## src/rtl/initblk_pkg.sv

```systemverilog
package initblk_pkg;
  localparam int ADDR_W = 32;
  localparam int PER_W  = 2;
  localparam int IDX_W  = PER_W + 1;

  localparam logic [3:0] CMD_RD_SINGLE = 4'h6;
  localparam logic [3:0] CMD_RD_LINE   = 4'hE;

  typedef enum logic [2:0] {
    ST_IDLE,
    ST_REQ,
    ST_ADDR,
    ST_DATA,
    ST_GAP,
    ST_REL
  } fetch_st_e;

  function automatic logic [PER_W-1:0] last_period(input logic wide);
    last_period = wide ? PER_W'(3) : PER_W'(2);
  endfunction

  function automatic logic [IDX_W-1:0] kept_dwords(input logic wide);
    kept_dwords = wide ? IDX_W'(7) : IDX_W'(6);
  endfunction

  function automatic logic [ADDR_W-1:0] beat_addr(
    input logic [ADDR_W-1:0] base,
    input logic [PER_W-1:0]  per,
    input logic              beat,
    input logic              burst
  );
    logic [ADDR_W-1:0] a;
    a = {base[ADDR_W-1:2], 2'b00}
        + (ADDR_W'(per) << 3)
        + (ADDR_W'(beat) << 2);
    if (burst) a[1:0] = 2'b00;
    beat_addr = a;
  endfunction
endpackage

```

## src/rtl/ifs_cursor.sv

```systemverilog
module ifs_cursor
  import initblk_pkg::*;
(
  input  logic             clk,
  input  logic             rst_n,
  input  logic             clear,
  input  logic             adv_beat,
  input  logic             adv_period,
  output logic [PER_W-1:0] per_idx,
  output logic             beat
);
  always_ff @(posedge clk or negedge rst_n) begin
    if (!rst_n) begin
      per_idx <= '0;
      beat    <= 1'b0;
    end else if (clear) begin
      per_idx <= '0;
      beat    <= 1'b0;
    end else if (adv_period) begin
      per_idx <= per_idx + PER_W'(1);
      beat    <= 1'b0;
    end else if (adv_beat) begin
      beat    <= 1'b1;
    end
  end
endmodule

```

## src/rtl/ifs_addr_gen.sv

```systemverilog
module ifs_addr_gen
  import initblk_pkg::*;
(
  input  logic [ADDR_W-1:0] base,
  input  logic [PER_W-1:0]  per_idx,
  input  logic              beat,
  input  logic              burst,
  input  logic              phase,
  output logic [ADDR_W-1:0] addr,
  output logic [3:0]        cmd
);
  always_comb begin
    addr = '0;
    cmd  = 4'h0;
    if (phase) begin
      addr = beat_addr(base, per_idx, beat, burst);
      cmd  = burst ? CMD_RD_LINE : CMD_RD_SINGLE;
    end
  end
endmodule

```

## src/rtl/ifs_wr_ctl.sv

```systemverilog
module ifs_wr_ctl
  import initblk_pkg::*;
#(
  parameter int DW = 32
) (
  input  logic             beat_good,
  input  logic [PER_W-1:0] per_idx,
  input  logic             beat,
  input  logic             wide,
  input  logic [DW-1:0]    rd_data,
  output logic             reg_we,
  output logic [IDX_W-1:0] reg_idx,
  output logic [DW-1:0]    reg_data
);
  logic [IDX_W-1:0] cur_idx;
  assign cur_idx  = {per_idx, beat};
  assign reg_we   = beat_good && (cur_idx < kept_dwords(wide));
  assign reg_idx  = reg_we ? cur_idx : '0;
  assign reg_data = reg_we ? rd_data : '0;
endmodule

```

## src/rtl/initblk_fetch_seq.sv

```systemverilog
module initblk_fetch_seq
  import initblk_pkg::*;
#(
  parameter int DW = 32
) (
  input  logic              clk,
  input  logic              rst_n,
  input  logic              start,
  input  logic [ADDR_W-1:0] base_addr,
  input  logic              wide_layout,
  input  logic              burst_en,
  input  logic              bus_gnt,
  input  logic              data_rdy,
  input  logic              parity_err,
  input  logic [DW-1:0]     rd_data,
  output logic              bus_req,
  output logic              addr_valid,
  output logic [ADDR_W-1:0] bus_addr,
  output logic [3:0]        bus_cmd,
  output logic              frame,
  output logic              reg_we,
  output logic [IDX_W-1:0]  reg_idx,
  output logic [DW-1:0]     reg_data,
  output logic              done,
  output logic              err,
  output logic              busy
);
  fetch_st_e         st_q, st_d;
  logic [ADDR_W-1:0] base_q;
  logic              wide_q, burst_q;
  logic              done_q, err_q;
  logic [PER_W-1:0]  per_idx;
  logic              beat;

  // named internal events
  logic start_take, beat_accept, beat_abort, beat_good;
  logic at_last_period, period_end, seq_end;

  assign start_take     = (st_q == ST_IDLE) && start;
  assign beat_accept    = (st_q == ST_DATA) && data_rdy;
  assign beat_abort     = beat_accept && parity_err;
  assign beat_good      = beat_accept && !parity_err;
  assign at_last_period = (per_idx == last_period(wide_q));
  assign seq_end        = beat_good && beat && at_last_period;
  assign period_end     = beat_good && beat && !at_last_period;

  always_comb begin
    st_d = st_q;
    unique case (st_q)
      ST_IDLE: if (start) st_d = ST_REQ;
      ST_REQ:  if (bus_gnt) st_d = ST_ADDR;
      ST_ADDR: st_d = ST_DATA;
      ST_DATA: begin
        if (beat_abort)      st_d = ST_IDLE;
        else if (beat_good) begin
          if (!beat)         st_d = burst_q ? ST_DATA : ST_GAP;
          else if (seq_end)  st_d = ST_IDLE;
          else               st_d = ST_REL;
        end
      end
      ST_GAP:  st_d = ST_ADDR;
      ST_REL:  st_d = ST_REQ;
      default: st_d = ST_IDLE;
    endcase
  end

  always_ff @(posedge clk or negedge rst_n) begin
    if (!rst_n) begin
      st_q    <= ST_IDLE;
      base_q  <= '0;
      wide_q  <= 1'b0;
      burst_q <= 1'b0;
      done_q  <= 1'b0;
      err_q   <= 1'b0;
    end else begin
      st_q   <= st_d;
      done_q <= seq_end;
      err_q  <= beat_abort;
      if (start_take) begin
        base_q  <= base_addr;
        wide_q  <= wide_layout;
        burst_q <= burst_en;
      end
    end
  end

  ifs_cursor u_cursor (
    .clk        (clk),
    .rst_n      (rst_n),
    .clear      (start_take),
    .adv_beat   (beat_good && !beat),
    .adv_period (period_end),
    .per_idx    (per_idx),
    .beat       (beat)
  );

  ifs_addr_gen u_addr (
    .base    (base_q),
    .per_idx (per_idx),
    .beat    (beat),
    .burst   (burst_q),
    .phase   (st_q == ST_ADDR),
    .addr    (bus_addr),
    .cmd     (bus_cmd)
  );

  ifs_wr_ctl #(.DW(DW)) u_wr (
    .beat_good (beat_good),
    .per_idx   (per_idx),
    .beat      (beat),
    .wide      (wide_q),
    .rd_data   (rd_data),
    .reg_we    (reg_we),
    .reg_idx   (reg_idx),
    .reg_data  (reg_data)
  );

  assign bus_req    = (st_q == ST_REQ);
  assign addr_valid = (st_q == ST_ADDR);
  assign frame      = (st_q == ST_ADDR) || (st_q == ST_DATA);
  assign done       = done_q;
  assign err        = err_q;
  assign busy       = (st_q != ST_IDLE);

  // the bus is handed back after the second read of a period
  a_r2_release: assert property (@(posedge clk) disable iff (!rst_n)
    period_end |=> !bus_req);
  // request drops once the grant is taken
  a_r2_req_drop: assert property (@(posedge clk) disable iff (!rst_n)
    (bus_req && bus_gnt) |=> !bus_req);
  // request is held until granted
  a_r11_req_hold: assert property (@(posedge clk) disable iff (!rst_n)
    (bus_req && !bus_gnt) |=> bus_req);
  // linear burst order in the address phase
  a_r6_burst_lowbits: assert property (@(posedge clk) disable iff (!rst_n)
    (addr_valid && burst_q) |-> (bus_addr[1:0] == 2'b00));
  // the read past the end is never written
  a_r3_no_extra_write: assert property (@(posedge clk) disable iff (!rst_n)
    reg_we |-> (reg_idx != IDX_W'(7)));
  // completion is a single-cycle pulse
  a_r8_done_pulse: assert property (@(posedge clk) disable iff (!rst_n)
    done |=> !done);
  // after an abort the bus is left alone
  a_r9_abort_quiet: assert property (@(posedge clk) disable iff (!rst_n)
    err |-> (!bus_req && !frame && !done));
endmodule

```

## config.mk

```make
export PLATFORM = sky130hd
export DESIGN_NAME = initblk_fetch_seq
export DESIGN_NICKNAME = d
export VERILOG_FILES = /design/src/rtl/initblk_pkg.sv /design/src/rtl/ifs_cursor.sv /design/src/rtl/ifs_addr_gen.sv /design/src/rtl/ifs_wr_ctl.sv /design/src/rtl/initblk_fetch_seq.sv
export SDC_FILE = /design/constraint.sdc
export NUM_CORES = 1
export LEC_CHECK = 0
export ABC_AREA = 1
export CORE_ASPECT_RATIO = 0.75
export CORE_MARGIN = 1.5
export CORE_UTILIZATION = 46
export CTS_CLUSTER_DIAMETER = 150
export DETAILED_ROUTE_END_ITERATION = 12
export DONT_BUFFER_PORTS = 1
export PLACE_DENSITY_LB_ADDON = 0.08
export SYNTH_ARGS = -nofsm -noshare
export SYNTH_HDL_FRONTEND = slang
export SYNTH_HIERARCHICAL = 1
export SYNTH_SLANG_ARGS = --single-unit
export TNS_END_PERCENT = 10
```

## constraint.sdc

```tcl
create_clock -name clk -period 2.44 [get_ports clk]
set_input_delay 0.488 -clock clk [delete_from_list [all_inputs] [get_ports clk]]
set_output_delay 0.488 -clock clk [all_outputs]
set_load 0.01 [all_outputs]
```

==> Yosys cells after proc, flatten, opt, wreduce, memory -nomap -nowiden <==
Cells that the tools add are included.
{ "classes": {"addsub": 3, "n_lt_le_gt_ge": 1, "eq_ne": 9, "n_mux": 21, "n_reduce_logical": 18} }
{ "ops": {"columns": ["cell", "count"], "rows": [
  ["$mux 32", 2],
  ["$add 32x3->32", 1],
  ["$add 32x5->32", 1],
  ["$mux 3", 8],
  ["$pmux 3 s6", 1],
  ["$logic_and 1x1->1", 9],
  ["$mux 4", 2],
  ["$eq 3x2->1 const B", 2],
  ["$eq 3x3->1 const B", 2],
  ["$mux 2", 3],
  ["$reduce_bool 3->1", 2],
  ["$mux 1", 5],
  ["$ne 2x2->1 const B", 2],
  ["$eq 3x1->1 const B", 1],
  ["$logic_not 1->1", 3],
  ["$logic_not 3->1", 1],
  ["$lt 3x3->1", 1],
  ["$ne 3x3->1 const B", 1],
  ["$reduce_and 3->1", 1],
  ["$add 2x1->2 const B", 1],
  ["$eq 2x2->1", 1],
  ["$reduce_bool 2->1", 1],
  ["$logic_or 1x1->1", 1]
]} }
{ "totals": {"register_bits": 42, "inputBits": 72, "output_inout_bits": 78, "word_cells": 60} }

==> Depth between registers and ports, before layout <==
{ "logic_depth": {"ltp_word": 10, "mapped_depth": 12} }

==> Modules after synthesis <==
Netlist, hierarchy kept.
{ "modules_own_cells": {"columns": ["mod", "n_inst", "cells_each", "area_per_inst_um2", "seq_area_each_um2"], "rows": [
  ["initblk_fetch_seq", 1, 196, 1694.1, 975.9],
  ["ifs_addr_gen", 1, 242, 1113.6, 0.0],
  ["ifs_wr_ctl", 1, 79, 339.1, 0.0],
  ["ifs_cursor", 1, 15, 128.9, 75.1]
]} }

==> Least setup slack after synthesis <==
OpenSTA, ideal clock, no wires.
{ "synth_timing": {"kind": "register to output", "start": "register u_cursor.beat", "end": "output bus_addr[18]", "arrival_time_ns": 1.762, "path_slack_ns": 0.190, "stages_incl_launch_ff": 13, "path_buffers": 0, "path_cell_list": "dfrtp_1 > ha_1 > inv_1 > fa_1 > inv_1 > nand2_1 > nand2_1 > nand2_1 > nor2_2 > nand2_2 > nand2_1 > nand2_1 > nor2_1"} }
{ "synth_between": {"elab_chain_cells": 2} }
{ "synth_lines": {"columns": ["element", "line", "source"], "rows": [
  ["start, declared", "ifs_cursor.sv:10", "output logic beat"],
  ["start signal, assigned", "ifs_cursor.sv:15", "beat <= 1'b0;"],
  ["start signal, assigned", "ifs_cursor.sv:18", "beat <= 1'b0;"],
  ["start signal, assigned", "ifs_cursor.sv:21", "beat <= 1'b0;"],
  ["$add 32x3->32", "initblk_pkg.sv:35", "+ (ADDR_W'(beat) << 2);"],
  ["$mux 32", "ifs_addr_gen.sv:15", "if (phase) begin"],
  ["end, declared", "initblk_fetch_seq.sv:18", "output logic [ADDR_W-1:0] bus_addr,"]
]} }
Every way passes these cells.

==> Worst setup path in the final report <==
{ "layout_timing": {"start": "register u_cursor.beat", "end": "output bus_addr[14]"} }
The elaborated chain is that of the path after synthesis.

==> results.json <==
{
  "register_area_um2": 1000,
  "final.setup.tns_ns": -1.06,
  "cts_inserted_buffers": 5,
  "unrepaired_setup_endpoints_after_global_routing": "true",
  "chipWidth_um": 99.4,
  "critical_path_class": "flip-flop to output pin",
  "postRouteAntennaNets": 0,
  "ctsHtreeMaxLevel": 2,
  "required_ns": 1.95,
  "detailed_place_hpwl_mm": 6.44,
  "final_layout_size_suffix_gt1_frac": 0.179,
  "worst-r2r-setup-slack_ns": 0.70,
  "final_period_minus_worst_setup_slack_ns": 2.61,
  "io_buffers": 0,
  "placement_rows": 26,
  "report.final.slew_viol_count": 0,
  "max-slew-margin-rel": 0.586,
  "final_hold_viol_count": 0,
  "floorplan.io_pins": 150,
  "routed_wl_mm": 8.66,
  "synth_area_per_cell_um2": 6.11,
  "worst_r2r_endpoint": "u_cursor/per_idx[0]$_DFFE_PN0P_",
  "vias": 3136,
  "power.density_cell_area_nw_per_um2": 1070,
  "r2r-start": "st_q[0]$_DFFE_PN0P_",
  "maximum_net_fanout_on_the_critical_path": 5,
  "synthesis.area_um2": 3200,
  "placed_cells_incl_taps": 603,
  "post_layout_nonfiller_instances": 614,
  "ir_drop_mv": 0.690,
  "fill_cells": 722,
  "starting_utilization_of_the_core_area": 0.473,
  "syn_inst": 524,
  "timing.critical_path.to": "bus_addr[14]",
  "worst-slew-pin-transition_ns": 0.616,
  "number_of_clock_sinks": 40,
  "root_buffer": "sky130_fd_sc_hd__clkbuf_8",
  "cp-start-kind": "flip-flop",
  "min_period_over_period": 1.07,
  "cp-end-kind": "output pin",
  "final_nets": 605,
  "cts_buffer_depth": 2,
  "failing_checks": "negative setup slack",
  "drt_pre_antenna_iters": 5,
  "initial_antenna_violation_count": 0,
  "setup_violations": 16,
  "yosysWarnings": 6,
  "drt-initial-drc-count": 183,
  "dieArea_um2": 7480,
  "fin_worst_skew_ns": 0.0120,
  "final_cell_mix": "195 x sky130_fd_sc_hd__nand2_1, 79 x sky130_fd_sc_hd__nor2_1, 71 x sky130_fd_sc_hd__inv_1, 40 x sky130_fd_sc_hd__dfrtp_1, 27 x sky130_fd_sc_hd__nor2_2",
  "worstRegToRegCells": 5,
  "track_usage": 0.230,
  "cts.reportedPaths.clkPinSlew_ns": 0.09,
  "timing.critical_path.arrival_ns": 2.12,
  "detailedPlace.worstSlack_ns": 0.0437,
  "status": "finished with violations",
  "drcViolationCount": 0,
  "final_worst_setup_slack_ns": -0.171,
  "post_dr_wirelength_cell_um": 14.1,
  "multi_input_comb_area_um2": 1880,
  "layout.cells.most_common": "sky130_fd_sc_hd__nand2_1",
  "util_after_layout": 0.521,
  "fp.dieH_um": 75.3,
  "first_global_vias": 2680,
  "grt_start_max_net_pins": 41,
  "grt_remaining_overflow": 0,
  "core_um2": 6770,
  "cts_tree": "yes",
  "finalPower_mw": 3.77,
  "place.gp.congestion": 0.847,
  "fmaxAchievable_mhz": 383,
  "global_route_wire_length_before_repair_mm": 13.2,
  "power.static_leakage_nw": 1.79,
  "clock_latency_ns": 0.30,
  "route.detailed.vias_per_inst": 5.11,
  "crit_start": "u_cursor/beat$_DFFE_PN0P_",
  "diodes": 0,
  "area.growth.synth_to_final_pct": 9.96,
  "max_cap_violations": 0,
  "worstHoldPathType": "primary input to async pin"
}
## how the worst min path moves through the flow
stage / start / to / slack (ns)
after floorplan: rst_n / base_q[10]$_DFFE_PN0P_ / 0.19
after global placement: rst_n / base_q[11]$_DFFE_PN0P_ / 0.19
after detailed placement: rst_n / base_q[13]$_DFFE_PN0P_ / 0.19
after CTS: rst_n / base_q[24]$_DFFE_PN0P_ / 0.02
after global routing: rst_n / base_q[21]$_DFFE_PN0P_ / 0.02
final: rst_n / base_q[25]$_DFFE_PN0P_ / 0.01
## critical path: stages (launching register included)
cell                      delay, ns
sky130_fd_sc_hd__dfrtp_1       0.37
sky130_fd_sc_hd__ha_2          0.20
sky130_fd_sc_hd__inv_2         0.04
sky130_fd_sc_hd__fa_2          0.34
sky130_fd_sc_hd__inv_2         0.06
sky130_fd_sc_hd__nand2_1       0.08
sky130_fd_sc_hd__nand2_2       0.10
sky130_fd_sc_hd__nand2_2       0.07
sky130_fd_sc_hd__nor2_4        0.20
sky130_fd_sc_hd__buf_4         0.15
sky130_fd_sc_hd__a21oi_2       0.05
sky130_fd_sc_hd__buf_4         0.15
## what timing repair did
action,4_1_cts,5_1_grt
gates cloned,0,0
gates resized for setup,25,15
hold buffers,1,0
endpoints found under the hold margin,40,0
buffers inserted,1,1
endpoints found under the setup margin,24,25
pin swaps,7,9
## through the flow
step                hold slack [ns]  cell area (um^2)
floorplan                     0.192              3210
global placement              0.194              3260
detailed placement            0.194              3260
CTS                          0.0243              3470
global route                 0.0225              3520
finish                       0.0133              3520
## area by class of cell
cell class,instances,area share
well taps,84,0.0298
flip-flops and latches,40,0.284
clock buffers,6,0.0234
repair buffers,14,0.0334
inverters,79,0.0849
clock inverters,2,0.0110
multi-input cells,389,0.533
## report_power, final
part | leakage (nW) | switching, mW | internal (mW)
combinational | 1.23 | 1.23 | 0.598
sequential | 0.506 | 0.400 | 0.953
clock | 0.0614 | 0.262 | 0.335
## metal layers
layer | up-vias | wire, um | track usage
li1 | 1562 | - | -
met1 | 1441 | 4150 | 0.330
met2 | 124 | 3680 | 0.349
met3 | 9 | 730 | 0.0520
met4 | 0 | 98 | 0.0626
met5 | - | 0 | 0
## registers in the layout, summed over array words and instances (netlist names)
register	count
base_q	30
burst_q	1
done	1
err	1
st_q	3
u_cursor/beat	1
u_cursor/per_idx	2
wide_q	1
Note: power is estimated with default switching activity, not from simulation.
